$ cat config.mk
export PLATFORM = sky130hd
export DESIGN_NAME = fault_status_bank
export DESIGN_NICKNAME = d
export VERILOG_FILES = /design/src/rtl/fsr_pkg.sv /design/src/rtl/fsr_decode.sv /design/src/rtl/fsr_cfg_reg.sv /design/src/rtl/fsr_w1c_reg.sv /design/src/rtl/fsr_hold_reg.sv /design/src/rtl/fsr_readback.sv /design/src/rtl/fault_status_bank.sv
export SDC_FILE = /design/constraint.sdc
export NUM_CORES = 1
export LEC_CHECK = 0
export BUFFER_PORTS_ARGS = -buffer_cell sky130_fd_sc_hd__buf_2
export CORE_UTILIZATION = 59
export CTS_BUF_LIST = sky130_fd_sc_hd__clkbuf_8 sky130_fd_sc_hd__clkbuf_16
export CTS_CLUSTER_SIZE = 16
export DETAILED_ROUTE_END_ITERATION = 8
export GPL_ROUTABILITY_DRIVEN = 0
export PLACE_DENSITY = 0.86
export REMOVE_ABC_BUFFERS = 1
export SLEW_MARGIN = 10
export SYNTH_ARGS = -nofsm -noshare
export SYNTH_HDL_FRONTEND = slang
export SYNTH_SLANG_ARGS = --single-unit
export TNS_END_PERCENT = 1
$ cat constraint.sdc
create_clock -name clk -period 5.41 [get_ports clk]
set_clock_uncertainty 0.1 [all_clocks]
set_input_delay 1.3525 -clock clk [delete_from_list [all_inputs] [get_ports clk]]
set_output_delay 1.3525 -clock clk [all_outputs]
set_load 0.05 [all_outputs]
$ cat src/rtl/fsr_pkg.sv
package fsr_pkg;

    parameter int ADDR_W = 12;
    parameter int DATA_W = 32;

    localparam logic [ADDR_W-1:0] A_CFG  = 12'hD14;
    localparam logic [ADDR_W-1:0] A_CFS  = 12'hD28;
    localparam logic [ADDR_W-1:0] A_HFS  = 12'hD2C;
    localparam logic [ADDR_W-1:0] A_DFS  = 12'hD30;
    localparam logic [ADDR_W-1:0] A_MMA  = 12'hD34;
    localparam logic [ADDR_W-1:0] A_BFA  = 12'hD38;
    localparam logic [ADDR_W-1:0] A_AUX  = 12'hD3C;
    localparam logic [ADDR_W-1:0] A_FEAT = 12'hD40;

    localparam logic [DATA_W-1:0] CFG_MASK  = 32'h0000_031B;
    localparam logic [DATA_W-1:0] FEAT_WORD = 32'h0000_0030;

    localparam int N_STAT = 3;
    localparam int N_CAPT = 2;

    typedef enum logic [3:0] {
        SEL_NONE,
        SEL_CFG,
        SEL_CFS,
        SEL_HFS,
        SEL_DFS,
        SEL_MMA,
        SEL_BFA,
        SEL_AUX,
        SEL_FEAT
    } reg_sel_e;

    typedef struct packed {
        logic stack_align;
        logic bf_ignore;
        logic div0_trap;
        logic unalign_trap;
        logic user_pend;
        logic thread_any;
    } cfg_fields_t;

    typedef struct packed {
        logic              wr;
        logic              rd;
        reg_sel_e          sel;
        logic [DATA_W-1:0] wdata;
    } bus_req_t;

    function automatic reg_sel_e decode_addr(input logic [ADDR_W-1:0] a);
        reg_sel_e s;
        case (a)
            A_CFG:   s = SEL_CFG;
            A_CFS:   s = SEL_CFS;
            A_HFS:   s = SEL_HFS;
            A_DFS:   s = SEL_DFS;
            A_MMA:   s = SEL_MMA;
            A_BFA:   s = SEL_BFA;
            A_AUX:   s = SEL_AUX;
            A_FEAT:  s = SEL_FEAT;
            default: s = SEL_NONE;
        endcase
        return s;
    endfunction

    function automatic cfg_fields_t unpack_cfg(input logic [DATA_W-1:0] w);
        cfg_fields_t f;
        f.thread_any   = w[0];
        f.user_pend    = w[1];
        f.unalign_trap = w[3];
        f.div0_trap    = w[4];
        f.bf_ignore    = w[8];
        f.stack_align  = w[9];
        return f;
    endfunction

    function automatic logic [DATA_W-1:0] pack_cfg(input cfg_fields_t f);
        logic [DATA_W-1:0] w;
        w    = '0;
        w[0] = f.thread_any;
        w[1] = f.user_pend;
        w[3] = f.unalign_trap;
        w[4] = f.div0_trap;
        w[8] = f.bf_ignore;
        w[9] = f.stack_align;
        return w;
    endfunction

    function automatic reg_sel_e stat_sel(input int idx);
        reg_sel_e s;
        case (idx)
            0:       s = SEL_CFS;
            1:       s = SEL_HFS;
            default: s = SEL_DFS;
        endcase
        return s;
    endfunction

    function automatic reg_sel_e capt_sel(input int idx);
        return (idx == 0) ? SEL_MMA : SEL_BFA;
    endfunction

endpackage

$ cat src/rtl/fsr_decode.sv
module fsr_decode
    import fsr_pkg::*;
(
    input  logic [ADDR_W-1:0] addr,
    input  logic              wr,
    input  logic              rd,
    input  logic [DATA_W-1:0] wdata,
    output bus_req_t          req
);
    always_comb begin
        req.wr    = wr;
        req.rd    = rd;
        req.sel   = decode_addr(addr);
        req.wdata = wdata;
    end
endmodule

$ cat src/rtl/fsr_cfg_reg.sv
module fsr_cfg_reg
    import fsr_pkg::*;
(
    input  logic              clk,
    input  logic              rst,
    input  logic              we,
    input  logic [DATA_W-1:0] wdata,
    output cfg_fields_t       fields,
    output logic [DATA_W-1:0] word
);
    cfg_fields_t f_q;

    always_ff @(posedge clk) begin
        if (rst) begin
            f_q <= '0;
        end else if (we) begin
            f_q <= unpack_cfg(wdata & CFG_MASK);
        end
    end

    assign fields = f_q;
    assign word   = pack_cfg(f_q);
endmodule

$ cat src/rtl/fsr_w1c_reg.sv
module fsr_w1c_reg #(
    parameter int WIDTH = 32
) (
    input  logic             clk,
    input  logic             rst,
    input  logic             clr_en,
    input  logic [WIDTH-1:0] clr_bits,
    input  logic [WIDTH-1:0] set_bits,
    output logic [WIDTH-1:0] q
);
    logic [WIDTH-1:0] clr_eff;

    always_comb clr_eff = clr_en ? clr_bits : '0;

    always_ff @(posedge clk) begin
        if (rst) begin
            q <= '0;
        end else begin
            q <= (q & ~clr_eff) | set_bits;
        end
    end
endmodule

$ cat src/rtl/fsr_hold_reg.sv
module fsr_hold_reg #(
    parameter int WIDTH = 32
) (
    input  logic             clk,
    input  logic             rst,
    input  logic             we,
    input  logic [WIDTH-1:0] wdata,
    output logic [WIDTH-1:0] q
);
    always_ff @(posedge clk) begin
        if (rst) begin
            q <= '0;
        end else if (we) begin
            q <= wdata;
        end
    end
endmodule

$ cat src/rtl/fsr_readback.sv
module fsr_readback
    import fsr_pkg::*;
(
    input  logic              clk,
    input  logic              rst,
    input  logic              rd,
    input  reg_sel_e          sel,
    input  logic [DATA_W-1:0] cfg_word,
    input  logic [DATA_W-1:0] cfs_word,
    input  logic [DATA_W-1:0] hfs_word,
    input  logic [DATA_W-1:0] dfs_word,
    input  logic [DATA_W-1:0] mma_word,
    input  logic [DATA_W-1:0] bfa_word,
    output logic [DATA_W-1:0] rdata
);
    logic [DATA_W-1:0] mux_val;

    always_comb begin
        case (sel)
            SEL_CFG:  mux_val = cfg_word;
            SEL_CFS:  mux_val = cfs_word;
            SEL_HFS:  mux_val = hfs_word;
            SEL_DFS:  mux_val = dfs_word;
            SEL_MMA:  mux_val = mma_word;
            SEL_BFA:  mux_val = bfa_word;
            SEL_FEAT: mux_val = FEAT_WORD;
            default:  mux_val = '0;
        endcase
    end

    always_ff @(posedge clk) begin
        if (rst) begin
            rdata <= '0;
        end else begin
            rdata <= rd ? mux_val : '0;
        end
    end
endmodule

$ cat src/rtl/fault_status_bank.sv
module fault_status_bank
    import fsr_pkg::*;
(
    input  logic              clk,
    input  logic              rst,
    input  logic [ADDR_W-1:0] bus_addr,
    input  logic              bus_wr,
    input  logic [DATA_W-1:0] bus_wdata,
    input  logic              bus_rd,
    output logic [DATA_W-1:0] bus_rdata,
    input  logic [DATA_W-1:0] cfg_fault_set,
    input  logic [DATA_W-1:0] hard_fault_set,
    input  logic [DATA_W-1:0] dbg_fault_set,
    output logic              cfg_thread_any,
    output logic              cfg_user_pend,
    output logic              cfg_unalign_trap,
    output logic              cfg_div0_trap,
    output logic              cfg_bf_ignore,
    output logic              cfg_stack_align
);
    bus_req_t          req;
    cfg_fields_t       cfg_f;
    logic [DATA_W-1:0] cfg_word;
    logic [DATA_W-1:0] stat_set [N_STAT];
    logic [DATA_W-1:0] stat_q   [N_STAT];
    logic [DATA_W-1:0] capt_q   [N_CAPT];

    logic [DATA_W-1:0] cfs_q, hfs_q, dfs_q, mma_q, bfa_q;

    fsr_decode u_dec (
        .addr  (bus_addr),
        .wr    (bus_wr),
        .rd    (bus_rd),
        .wdata (bus_wdata),
        .req   (req)
    );

    fsr_cfg_reg u_cfg (
        .clk    (clk),
        .rst    (rst),
        .we     (req.wr && req.sel == SEL_CFG),
        .wdata  (req.wdata),
        .fields (cfg_f),
        .word   (cfg_word)
    );

    assign stat_set[0] = cfg_fault_set;
    assign stat_set[1] = hard_fault_set;
    assign stat_set[2] = dbg_fault_set;

    generate
        for (genvar i = 0; i < N_STAT; i++) begin : g_stat
            fsr_w1c_reg #(.WIDTH(DATA_W)) u_st (
                .clk      (clk),
                .rst      (rst),
                .clr_en   (req.wr && req.sel == stat_sel(i)),
                .clr_bits (req.wdata),
                .set_bits (stat_set[i]),
                .q        (stat_q[i])
            );
        end
        for (genvar j = 0; j < N_CAPT; j++) begin : g_capt
            fsr_hold_reg #(.WIDTH(DATA_W)) u_cap (
                .clk   (clk),
                .rst   (rst),
                .we    (req.wr && req.sel == capt_sel(j)),
                .wdata (req.wdata),
                .q     (capt_q[j])
            );
        end
    endgenerate

    assign cfs_q = stat_q[0];
    assign hfs_q = stat_q[1];
    assign dfs_q = stat_q[2];
    assign mma_q = capt_q[0];
    assign bfa_q = capt_q[1];

    fsr_readback u_rb (
        .clk      (clk),
        .rst      (rst),
        .rd       (req.rd),
        .sel      (req.sel),
        .cfg_word (cfg_word),
        .cfs_word (cfs_q),
        .hfs_word (hfs_q),
        .dfs_word (dfs_q),
        .mma_word (mma_q),
        .bfa_word (bfa_q),
        .rdata    (bus_rdata)
    );

    assign cfg_thread_any   = cfg_f.thread_any;
    assign cfg_user_pend    = cfg_f.user_pend;
    assign cfg_unalign_trap = cfg_f.unalign_trap;
    assign cfg_div0_trap    = cfg_f.div0_trap;
    assign cfg_bf_ignore    = cfg_f.bf_ignore;
    assign cfg_stack_align  = cfg_f.stack_align;
endmodule

**Yosys cells after proc, flatten, opt, wreduce, memory -nomap -nowiden**

Cells that the tools add are included.

- Register bits: 198
- Word-level logic and storage cells: 49
- Output and inout bits: 38

- Muxes and demuxes: 5
- Reduce and logical (&&, ||, !) cells: 7
- Eq/ne operators: 15
- Bitwise logic cells: 10

Operators with widths:

| cell | count |
|---|---|
| 32-bit one-hot mux with 7 select lines | 1 |
| 32-bit AND | 3 |
| 12-bit equality test (second input constant) | 8 |
| 32-bit 2-to-1 mux | 3 |
| 32-bit NOT | 3 |
| 32-bit OR | 3 |
| 4-bit one-hot mux with 8 select lines | 1 |
| 4-bit by 3-bit equality test with 1-bit output (second input constant) | 3 |
| 4-bit by 2-bit equality test with 1-bit output (second input constant) | 2 |
| 1-bit logical AND | 6 |
| 4-bit by 1-bit equality test with 1-bit output (second input constant) | 1 |
| 4-bit equality test (second input constant) | 1 |
| 2-bit OR reduction | 1 |
| 1-bit NOT | 1 |

**Logic depth before layout (Yosys ltp)**

Gate-level depths: netlist of the first run.

- Depth in word-level cells: 8
- Mapped depth: 7
- Gate-level depth less buffers: 4

**Cells and area by module**

Synthesis of the first run repeated with hierarchy kept, for this count alone.

- Cell total of the unflattened synthesis: 1,009
- Area, all modules: 10,112.2 um2

Modules (own cells, without submodules):

| module | cells an instance | area an instance (um2) | instances |
|---|---|---|---|
| fsr_w1c_reg | 134 | 1,416.4 | 3 |
| fsr_readback | 293 | 2,668.8 | 1 |
| fsr_hold_reg | 103 | 1,163.6 | 2 |
| fsr_cfg_reg | 52 | 457.9 | 1 |
| fsr_decode | 45 | 352.8 | 1 |
| fault_status_bank | 11 | 56.3 | 1 |

**Least setup slack after synthesis of the first run**

No wires, ideal clock.

- Kind: input -> register
- From: in bus_addr[9]
- To: reg g_capt[1].u_cap.q[11]
- Arrival: 2.648 ns
- Buffers on the path: 2
- Data required time: 5.178 ns
- Path slack: 2.530 ns
- Stages: 6
- Path through: nand4b_2 or3_1 buf_2 clkbuf_1 o21ai_0 a21oi_1

- Cells in the longest elaborated chain, start to end: 4

RTL lines:

| item | line | RTL |
|---|---|---|
| start: declaration | fault_status_bank.sv:6 | `input logic [ADDR_W-1:0] bus_addr,` |
| 12-bit equality test | fsr_pkg.sv:51 | `case (a)` |
| 4-bit one-hot mux with 8 select lines * | fsr_pkg.sv:51 |  |
| 4-bit by 3-bit equality test with 1-bit output * | fault_status_bank.sv:66 | `.we (req.wr && req.sel == capt_sel(j)),` |
| 1-bit logical AND * | fault_status_bank.sv:66 |  |
| end signal: assignment | fsr_hold_reg.sv:14 | `q <= wdata;` |
| end: declaration | fsr_hold_reg.sv:8 | `output logic [WIDTH-1:0] q` |

Mark *: on every way between the ends. The rest lies on a longest branch, timed or not.
A chain may end at the register's enable or synchronous reset.

**Worst setup path in the final report of the first run**

- From: in bus_addr[2]
- To: reg g_capt[1].u_cap.q[31]

Same word-level chain as after synthesis.

==> results_dict.tcl, run 1 <==
set metrics [dict create \
    place_area_um2 9900 \
    ir_drop_uv 247 \
    dp_hpwl_um 15600 \
    layoutNonFillerInstCount 1321 \
    power.density_nw_per_um2 298 \
    antenna_found_initial 2 \
    r2r_slack_ns 4.05 \
    path_cells "buf_4 > nor4b_2 > nand2_1 > o21ai_0 > a21oi_1" \
    finalWorstPathRequiredPeriod_ns 3.40 \
    cts_hold_buf 0 \
    fin_area_um2 10500 \
    cts-resized-gates 0 \
    yosysMostFrequentCell "dfxtp_1" \
    drv_slew 0 \
    synth_edf_count 0 \
    place_inst 1288 \
    cap_violations 0 \
    fmax_ghz 0.294 \
    worst_pin_slew_ns 1.25 \
    ctsRootBufferMaster "clkbuf_16" \
    p_total_mw 3.13 \
    vias_per_cell 6.45 \
    cts_max_level 4 \
    antenna_left 0 \
    cts_buffer_depth 2 \
    crit_start "bus_addr[2]" \
    max_stage_delay_ns 0.72 \
    start_util 0.613 \
    cts_buffers 17 \
    area_delta_synth_final_pct 16.2 \
    criticalPathCategory "in -> reg" \
    p_leak_nw 4.30 \
    die_h_um 126 \
    ys_ff_latch 198 \
    hold_violations 0 \
    synth_area_leaders "dfxtp_1 44%, a311oi_1 9.3%, inv_1 5.5%" \
    start_kind "primary input" \
    arrival_ns 3.58 \
    final_nets 1267 \
    hold_path.class "reg -> reg" \
    fp-row-count 44 \
    core_area_um2 14800 \
    setup_viol 0 \
    postSynth.asyncResetShare 0 \
    syn_area_per_cell_um2 9.02 \
    fin_crit_sh 0.628 \
    status "complete, no violations" \
    die_x_um 126 \
    post_cts_buffers 0 \
    yosysWarnings 0 \
    cts_tree "done" \
    synth_cell_types 50 \
    max_slew_margin 0.170 \
    crit_path_end_kind "flop" \
    rsz0062_at_grt "false" \
    drc_errors 0 \
    clkSlewWorstSetupHoldPaths_ns 0.07 \
    grt_pass1_vias 7828 \
    wl_per_cell_um 19.3 \
    crit_family "simple AND/OR/NAND/NOR gates" \
    path_buf_inv 1 \
    routed_wirelength_um 25500 \
    io_pins 182 \
    worstReg2RegEnd "u_rb.rdata[9]" \
    grt_use_total 0.324 \
    clk_latency_ns 0.44 \
    grt_max_degree 73 \
    rr_worst_depth 4 \
    globalRouteOverflowTotal 0 \
    fp.dieArea_um2 15800 \
    cp_slowest_cell "nand2_1" \
    clock_sinks 198 \
    endpoint "g_capt[1].u_cap.q[31]" \
    critPathMaxFanout 66 \
    portBuffers 181 \
    syn-cell-area_um2 9040 \
    crit_cells 5 \
    critPathRequiredTime_ns 5.59 \
    layout-drive-gt1-share 0.246 \
    first_iter_violations 1082 \
    synthTopCellsByCount "198 x dfxtp_1, 132 x inv_1, 96 x a311oi_1" \
    yosysTopAreaCell "dfxtp_1" \
    ys_seq_area_frac 0.438 \
    grt_pass1_wl_um 40800 \
    first_pass_iters 6 \
    vias 8515 \
    synth_top_cell_area_share 0.438 \
    syn-instance-count 1002 \
    synthFlopType "dfxtp_1" \
    reg2reg_from "g_stat[2].u_st.q[9]" \
]
registers in the layout (all words and copies together), names as in the netlist:
name / count
g_capt.u_cap.q: 64
u_rb.rdata: 32
u_cfg.fields: 6
g_stat.u_st.q: 96
kinds of logic after synthesis:
family                 Yosys count  synth area share
multiplexers                    61            0.0718
AND/OR/NAND/NOR                176            0.0988
AO/OA/AOI/OAI                  342             0.289
buffers and inverters          225             0.102
flip-flops                     198             0.438
cell type report:
cell class              count  area (um^2)
clock buffers              20          467
diodes                      1         2.50
well taps                 184          230
multi-input cells         579         4190
clock inverters            12          139
flip-flops and latches    198         3960
inverters                 132          495
repair buffers            195         1020
fillers                  1099         4250
power breakdown:
group	switching, mW	internal (mW)	total [mW]
clock network	0.579	0.725	1.30
logic	0.168	0.118	0.286
registers	0.0286	1.51	1.54
total	0.776	2.35	3.13
worst min-delay path by stage:
stage / cells past startpoint / slack (ns) / from / endpoint
3_5_place_dp: 2 / 0.36 / g_stat[1].u_st.q[8] / u_rb.rdata[8]
3_3_place_gp: 2 / 0.35 / g_stat[1].u_st.q[8] / u_rb.rdata[8]
5_1_grt: 2 / 0.39 / g_stat[1].u_st.q[8] / u_rb.rdata[8]
6_report: 2 / 0.37 / g_stat[1].u_st.q[8] / u_rb.rdata[8]
2_1_floorplan: 2 / 0.33 / g_stat[1].u_st.q[0] / u_rb.rdata[0]
4_1_cts: 2 / 0.37 / g_stat[1].u_st.q[8] / u_rb.rdata[8]
tightest hold or removal path, cell delays in order (launching register included):
cell and delay [ns]:
dfxtp_1 0.31, nand2_1 0.05, a211oi_1 0.06
cell usage in the layout, fill, tap and decap left out, types with 16 or more instances in the layout:
master     synthesis  routed
dfxtp_1          198     198
buf_2             32     179
inv_1            132     131
a311oi_1          96      96
nor2_1            92      92
a21oi_1           42      42
o21ai_0           36      36
nand3_1           34      34
a41oi_1           32      32
o21a_1            32      32
mux2_2            31      31
mux2i_1           30      30
a31o_1            30      30
o2bb2ai_1         28      28
a22oi_1           28      28
clkbuf_16          0      17
buf_4              5      16
layer usage:
metal / GRT usage / routed length, um / up-vias
met5: 0 / 13 / -
met1: 0.438 / 10700 / 4047
met4: 0.110 / 464 / 2
met3: 0.0692 / 2530 / 42
met2: 0.516 / 11800 / 500
li1: - / - / 3924
metrics by stage:
stage | utilization | setup slack (ns) | hold slack, ns | TNS (ns)
finish | 0.712 | 2.01 | 0.369 | 0
global route | 0.712 | 1.85 | 0.385 | 0
CTS | 0.712 | 2.10 | 0.365 | 0
detailed placement | 0.671 | 1.65 | 0.356 | 0
global placement | 0.671 | 1.77 | 0.351 | 0
floorplan | - | -0.953 | 0.335 | -64.51
No activity file was read; power rests on OpenSTA's default activity.
==> run 2: changes to the inputs <==
--- a/config.mk
+++ b/config.mk
@@ -6,12 +6,12 @@
 export NUM_CORES = 1
 export LEC_CHECK = 0
 export BUFFER_PORTS_ARGS = -buffer_cell sky130_fd_sc_hd__buf_2
-export CORE_UTILIZATION = 59
+export CORE_UTILIZATION = 50
 export CTS_BUF_LIST = sky130_fd_sc_hd__clkbuf_8 sky130_fd_sc_hd__clkbuf_16
 export CTS_CLUSTER_SIZE = 16
 export DETAILED_ROUTE_END_ITERATION = 8
 export GPL_ROUTABILITY_DRIVEN = 0
-export PLACE_DENSITY = 0.86
+export PLACE_DENSITY = 0.78
 export REMOVE_ABC_BUFFERS = 1
 export SLEW_MARGIN = 10
 export SYNTH_ARGS = -nofsm -noshare
==> constraint.sdc (replaced) <==
create_clock -name clk -period 2.75 [get_ports clk]
set_clock_uncertainty 0.1 [all_clocks]
set_input_delay 0.6875 -clock clk [delete_from_list [all_inputs] [get_ports clk]]
set_output_delay 0.6875 -clock clk [all_outputs]
set_load 0.05 [all_outputs]
==> run 2 against run 1 <==
  * Via count is 0.95% lower
  * First-iteration DRC count is 28% lower
  * Non-clock buffer count is 24 higher
  * Routed wire length is 2.6% higher
  * Register-to-register slack worse by 2.5 ns
  * Final cell count is 4.8% higher
==> results_dict.tcl, run 2 (synthesis results as in run 1) <==
set metrics [dict create \
    status "complete, no violations" \
    critPathRequiredTime_ns 2.95 \
    clk_latency_ns 0.45 \
    final_nets 1291 \
    crit_family "simple AND/OR/NAND/NOR gates" \
    clock_sinks 198 \
    cts_buffer_depth 2 \
    io_pins 182 \
    fmax_ghz 0.479 \
    power.density_nw_per_um2 574 \
    top_register "g_stat.u_st.q" \
    path_cells "buf_2 > or3_1 > nor3_4 > and3b_2 > buf_12 > a311oi_1" \
    setup_viol 0 \
    dp_hpwl_um 17100 \
    p_leak_nw 4.44 \
    place_area_um2 10200 \
    ir_drop_uv 460 \
    post_cts_buffers 0 \
    cts_buffers 17 \
    cts-resized-gates 0 \
    antenna_left 0 \
    finalWorstPathRequiredPeriod_ns 2.09 \
    wl_per_cell_um 18.9 \
    grt_pass1_wl_um 42000 \
    most-common-layout-cells "198 x dfxtp_1, 179 x buf_2, 132 x inv_1" \
    hold_violations 0 \
    rsz0062_at_grt "false" \
    layout_commonest_cell "dfxtp_1" \
    area_delta_synth_final_pct 19.8 \
    drc_errors 0 \
    fp-row-count 48 \
    first_iter_violations 783 \
    cts_tree "done" \
    critPathMaxFanout 22 \
    fp.dieArea_um2 18600 \
    cts_hold_buf 0 \
    grt_use_total 0.294 \
    die_x_um 136 \
    setup_ws_ns 0.662 \
    routed_wirelength_um 26200 \
    grt_max_degree 135 \
    largest_reg_flops 96 \
    hold_path.class "in -> reg" \
    die_h_um 136 \
    max_slew_margin 0.581 \
    largestRegisters "g_stat.u_st.q x96, g_capt.u_cap.q x64, u_rb.rdata x32" \
    globalRouteOverflowTotal 0 \
    fin_area_um2 10800 \
    fin_crit_sh 0.759 \
    num_antenna_cells 0 \
    start_kind "primary input" \
    ctsRootBufferMaster "clkbuf_16" \
    grt_pass1_vias 8031 \
    p_total_mw 6.22 \
    max_stage_delay_ns 0.45 \
    clkSlewWorstSetupHoldPaths_ns 0.08 \
    first_pass_iters 5 \
    start_util 0.517 \
    cp_slowest_cell "or3_1" \
    hold_ws_ns 0.343 \
    cts_max_level 4 \
    path_buf_inv 2 \
    crit_path_end_kind "flop" \
    portBuffers 181 \
    worst_pin_slew_ns 0.628 \
    dpl_worst_slack_ns 0.228 \
    layout-drive-gt1-share 0.261 \
    final_core_util 0.620 \
    vias 8434 \
    antenna_found_initial 0 \
    cap_violations 0 \
    drv_slew 0 \
    arrival_ns 2.28 \
    vias_per_cell 6.09 \
    criticalPathCategory "in -> reg" \
    core_area_um2 17500 \
]
## run 2: changes by cell type in the layout (fill, tap and decap cells not counted), moves of 2 or more
| cell | before | now |
|---|---|---|
| inv_6 | 4 | 2 |
| clkbuf_8 | 3 | 1 |
| clkinvlp_4 | 1 | 4 |
| buf_4 | 16 | 33 |
| buf_12 | 0 | 7 |
## run 2: worst reg2reg max path, stage by stage, from the launching register on
cell and delay (ns):
dfxtp_1 0.32, mux2i_1 0.15, o2bb2ai_1 0.10, a222oi_1 0.30, a211oi_2 0.11
## run 2: worst paths after layout
| check | slack, ns | from | end | cells after the start |
|---|---|---|---|---|
| setup / recovery | 0.66 | bus_addr[3] | g_stat[2].u_st.q[27] | 6 |
| hold / removal | 0.34 | hard_fault_set[17] | g_stat[1].u_st.q[17] | 2 |
| setup reg to reg | 1.54 | g_capt[0].u_cap.q[9] | u_rb.rdata[9] | 4 |
| hold reg to reg | 0.36 | g_stat[1].u_st.q[8] | u_rb.rdata[8] | 2 |
## run 2: final cells by class
class                           count  area [um^2]
Sequential cell                   198         3960
Multi-Input combinational cell    579         4200
Inverter                          132          495
Timing Repair Buffer              219         1280
Fill cell                        1480         6640
Tap cell                          225          282
Clock inverter                     14          175
Clock buffer                       18          439
## run 2: report_power, final
part	internal [mW]	total (mW)	switching (mW)	leakage (nW)
Combinational	0.246	0.576	0.331	2.53
Sequential	2.97	3.02	0.0538	1.63
Clock	1.46	2.62	1.16	0.292
## run 2: metal layers
layer  vias to the layer above  wire [um]  track usage
met5                         -          0            0
met2                       405      11900        0.466
met1                      4002      11500        0.398
li1                       3971          -            -
met3                        56       2040       0.0503
met4                         0        634        0.106
## run 2: through the flow
stage | setup TNS, ns | instances
final | 0 | 1385
after global routing | 0 | 1385
after CTS | 0 | 1385
after detailed placement | 0 | 1353
after global placement | 0 | 1353
after floorplan | -270.94 | 909
==> run 3: changes to the inputs <==
==> constraint.sdc (replaced) <==
create_clock -name clk -period 1.8 [get_ports clk]
set_clock_uncertainty 0.1 [all_clocks]
set_input_delay 0.45 -clock clk [delete_from_list [all_inputs] [get_ports clk]]
set_output_delay 0.45 -clock clk [all_outputs]
set_load 0.05 [all_outputs]
==> run 3 against run 2 <==
  * Routed wire length rose by 3.4%
  * Register-to-register slack got worse by 1.0 ns
  * Non-clock buffer count up 39
  * Worst setup slack got worse by 0.63 ns
  * Combinational power grew 64%
==> results_dict.tcl, run 3 (synthesis results as in run 1) <==
set metrics [dict create \
    path_cells "buf_4 > or4b_1 > nor4b_1 > o21ai_0 > a21oi_1" \
    vias 8591 \
    p_leak_nw 4.69 \
    ir_drop_uv 747 \
    start_util 0.517 \
    first_iter_violations 701 \
    final_nets 1330 \
    criticalPathCategory "in -> reg" \
    path_buf_inv 1 \
    cts_buffers 17 \
    fin_crit_sh 0.983 \
    wl_per_cell_um 19.0 \
    drt-met1-wl_um 11600 \
    grt_use_total 0.295 \
    ctsRootBufferMaster "clkbuf_16" \
    vias_per_cell 6.03 \
    top_layer_used "met5" \
    drc_errors 0 \
    cap_violations 0 \
    grt_pass1_wl_um 42500 \
    worstReg2RegEnd "u_rb.rdata[4]" \
    crit_family "simple AND/OR/NAND/NOR gates" \
    num_antenna_cells 0 \
    reg2reg_from "g_capt[1].u_cap.q[4]" \
    max_stage_delay_ns 0.65 \
    cts_tree "done" \
    dr_wl_met2_um 12500 \
    rr_worst_depth 4 \
    r2r_slack_ns 0.52 \
    top_register "g_stat.u_st.q" \
    finalWorstPathRequiredPeriod_ns 1.77 \
    layoutNonFillerInstCount 1424 \
    fp.dieArea_um2 18600 \
    place_inst 1392 \
    rsz0062_at_grt "false" \
    cts_max_level 4 \
    largestRegisters "g_stat.u_st.q x96, g_capt.u_cap.q x64, u_rb.rdata x32" \
    hold_violations 0 \
    grt_max_degree 48 \
    critPathMaxFanout 6 \
    die_h_um 136 \
    fp-row-count 48 \
    worst_pin_slew_ns 0.400 \
    area_delta_synth_final_pct 24.9 \
    antenna_found_initial 2 \
    post_cts_buffers 0 \
    first_pass_iters 8 \
    io_pins 182 \
    critPathRequiredTime_ns 2.06 \
    layout_commonest_cell "dfxtp_1" \
    max_slew_margin 0.733 \
    power.density_nw_per_um2 841 \
    arrival_ns 2.03 \
    hold_path.class "in -> reg" \
    dr_wl_met3_um 2360 \
    layout-drive-gt1-share 0.286 \
    start_kind "primary input" \
    clk_latency_ns 0.44 \
    clock_sinks 198 \
    clkSlewWorstSetupHoldPaths_ns 0.08 \
    hold_depth 2 \
    setup_viol 0 \
    drv_slew 0 \
    p_total_mw 9.50 \
    crit_cells 5 \
    nFillCells 1422 \
    grt_pass1_vias 8282 \
    fmax_ghz 0.565 \
    portBuffers 181 \
    die_x_um 136 \
    most-common-layout-cells "198 x dfxtp_1, 179 x buf_2, 131 x inv_1" \
    min_to "g_stat[1].u_st.q[7]" \
    cp_slowest_cell "or4b_1" \
    core_area_um2 17500 \
    status "complete, no violations" \
    largest_reg_flops 96 \
    antenna_left 0 \
    globalRouteOverflowTotal 0 \
    cts_buffer_depth 2 \
    crit_path_end_kind "flop" \
    min_from "hard_fault_set[7]" \
    routed_wirelength_um 27100 \
    dp_hpwl_um 18400 \
]
## run 3: changes by cell type in the layout (fill, tap and decap cells not counted), sizes merged
cell	previous run	this run
clkinvlp	4	3
buf	219	258
bufinv	3	2
inv	136	137
clkinv	3	4
## run 3: worst max path at each step
stage	from	end
detailed placement	bus_addr[3]	g_capt[0].u_cap.q[4]
finish	bus_addr[2]	u_rb.rdata[4]
floorplan	bus_addr[9]	g_stat[2].u_st.q[0]
global placement	bus_addr[3]	g_capt[0].u_cap.q[1]
CTS	bus_addr[3]	g_capt[0].u_cap.q[4]
global route	bus_addr[1]	g_capt[0].u_cap.q[4]
## run 3: area by class of cell
type	instances	area, um^2	share of cell area
clock buffers	18	439	0.0389
repair buffers	258	1740	0.154
multi-input cells	579	4200	0.372
clock inverters	14	166	0.0147
flip-flops and latches	198	3960	0.351
inverters	132	495	0.0439
well taps	225	282	0.0249
## run 3: timing repair
item / CTS / global route
endpoints found under the setup margin: 0 / 11
hold buffers: 0 / 0
resized for setup: 0 / 2
## run 3: stage by stage
step | worst slack [ns] | cell area [um^2] | setup TNS (ns) | hold WS (ns) | util
2_1_floorplan | -3.66 | 8610 | -396.83 | 0.335 | -
3_3_place_gp | -0.363 | 10700 | -55.88 | 0.355 | 0.611
3_5_place_dp | -0.386 | 10700 | -61.50 | 0.364 | 0.611
4_1_cts | 0.0575 | 11300 | 0 | 0.111 | 0.646
5_1_grt | 0.00263 | 11300 | 0 | 0.112 | 0.646
6_report | 0.0299 | 11300 | 0 | 0.114 | 0.646
## run 3: layer usage
layer	up-vias	track usage
met3	63	0.0529
met1	4046	0.393
li1	4036	-
met5	-	0
met2	442	0.476
met4	4	0.102
## run 3: where the power goes
part	switching (mW)	total (mW)	internal, mW
Sequential	0.0825	4.61	4.53
Combinational	0.519	0.943	0.423
Clock	1.82	3.94	2.13
Total	2.42	9.50	7.08
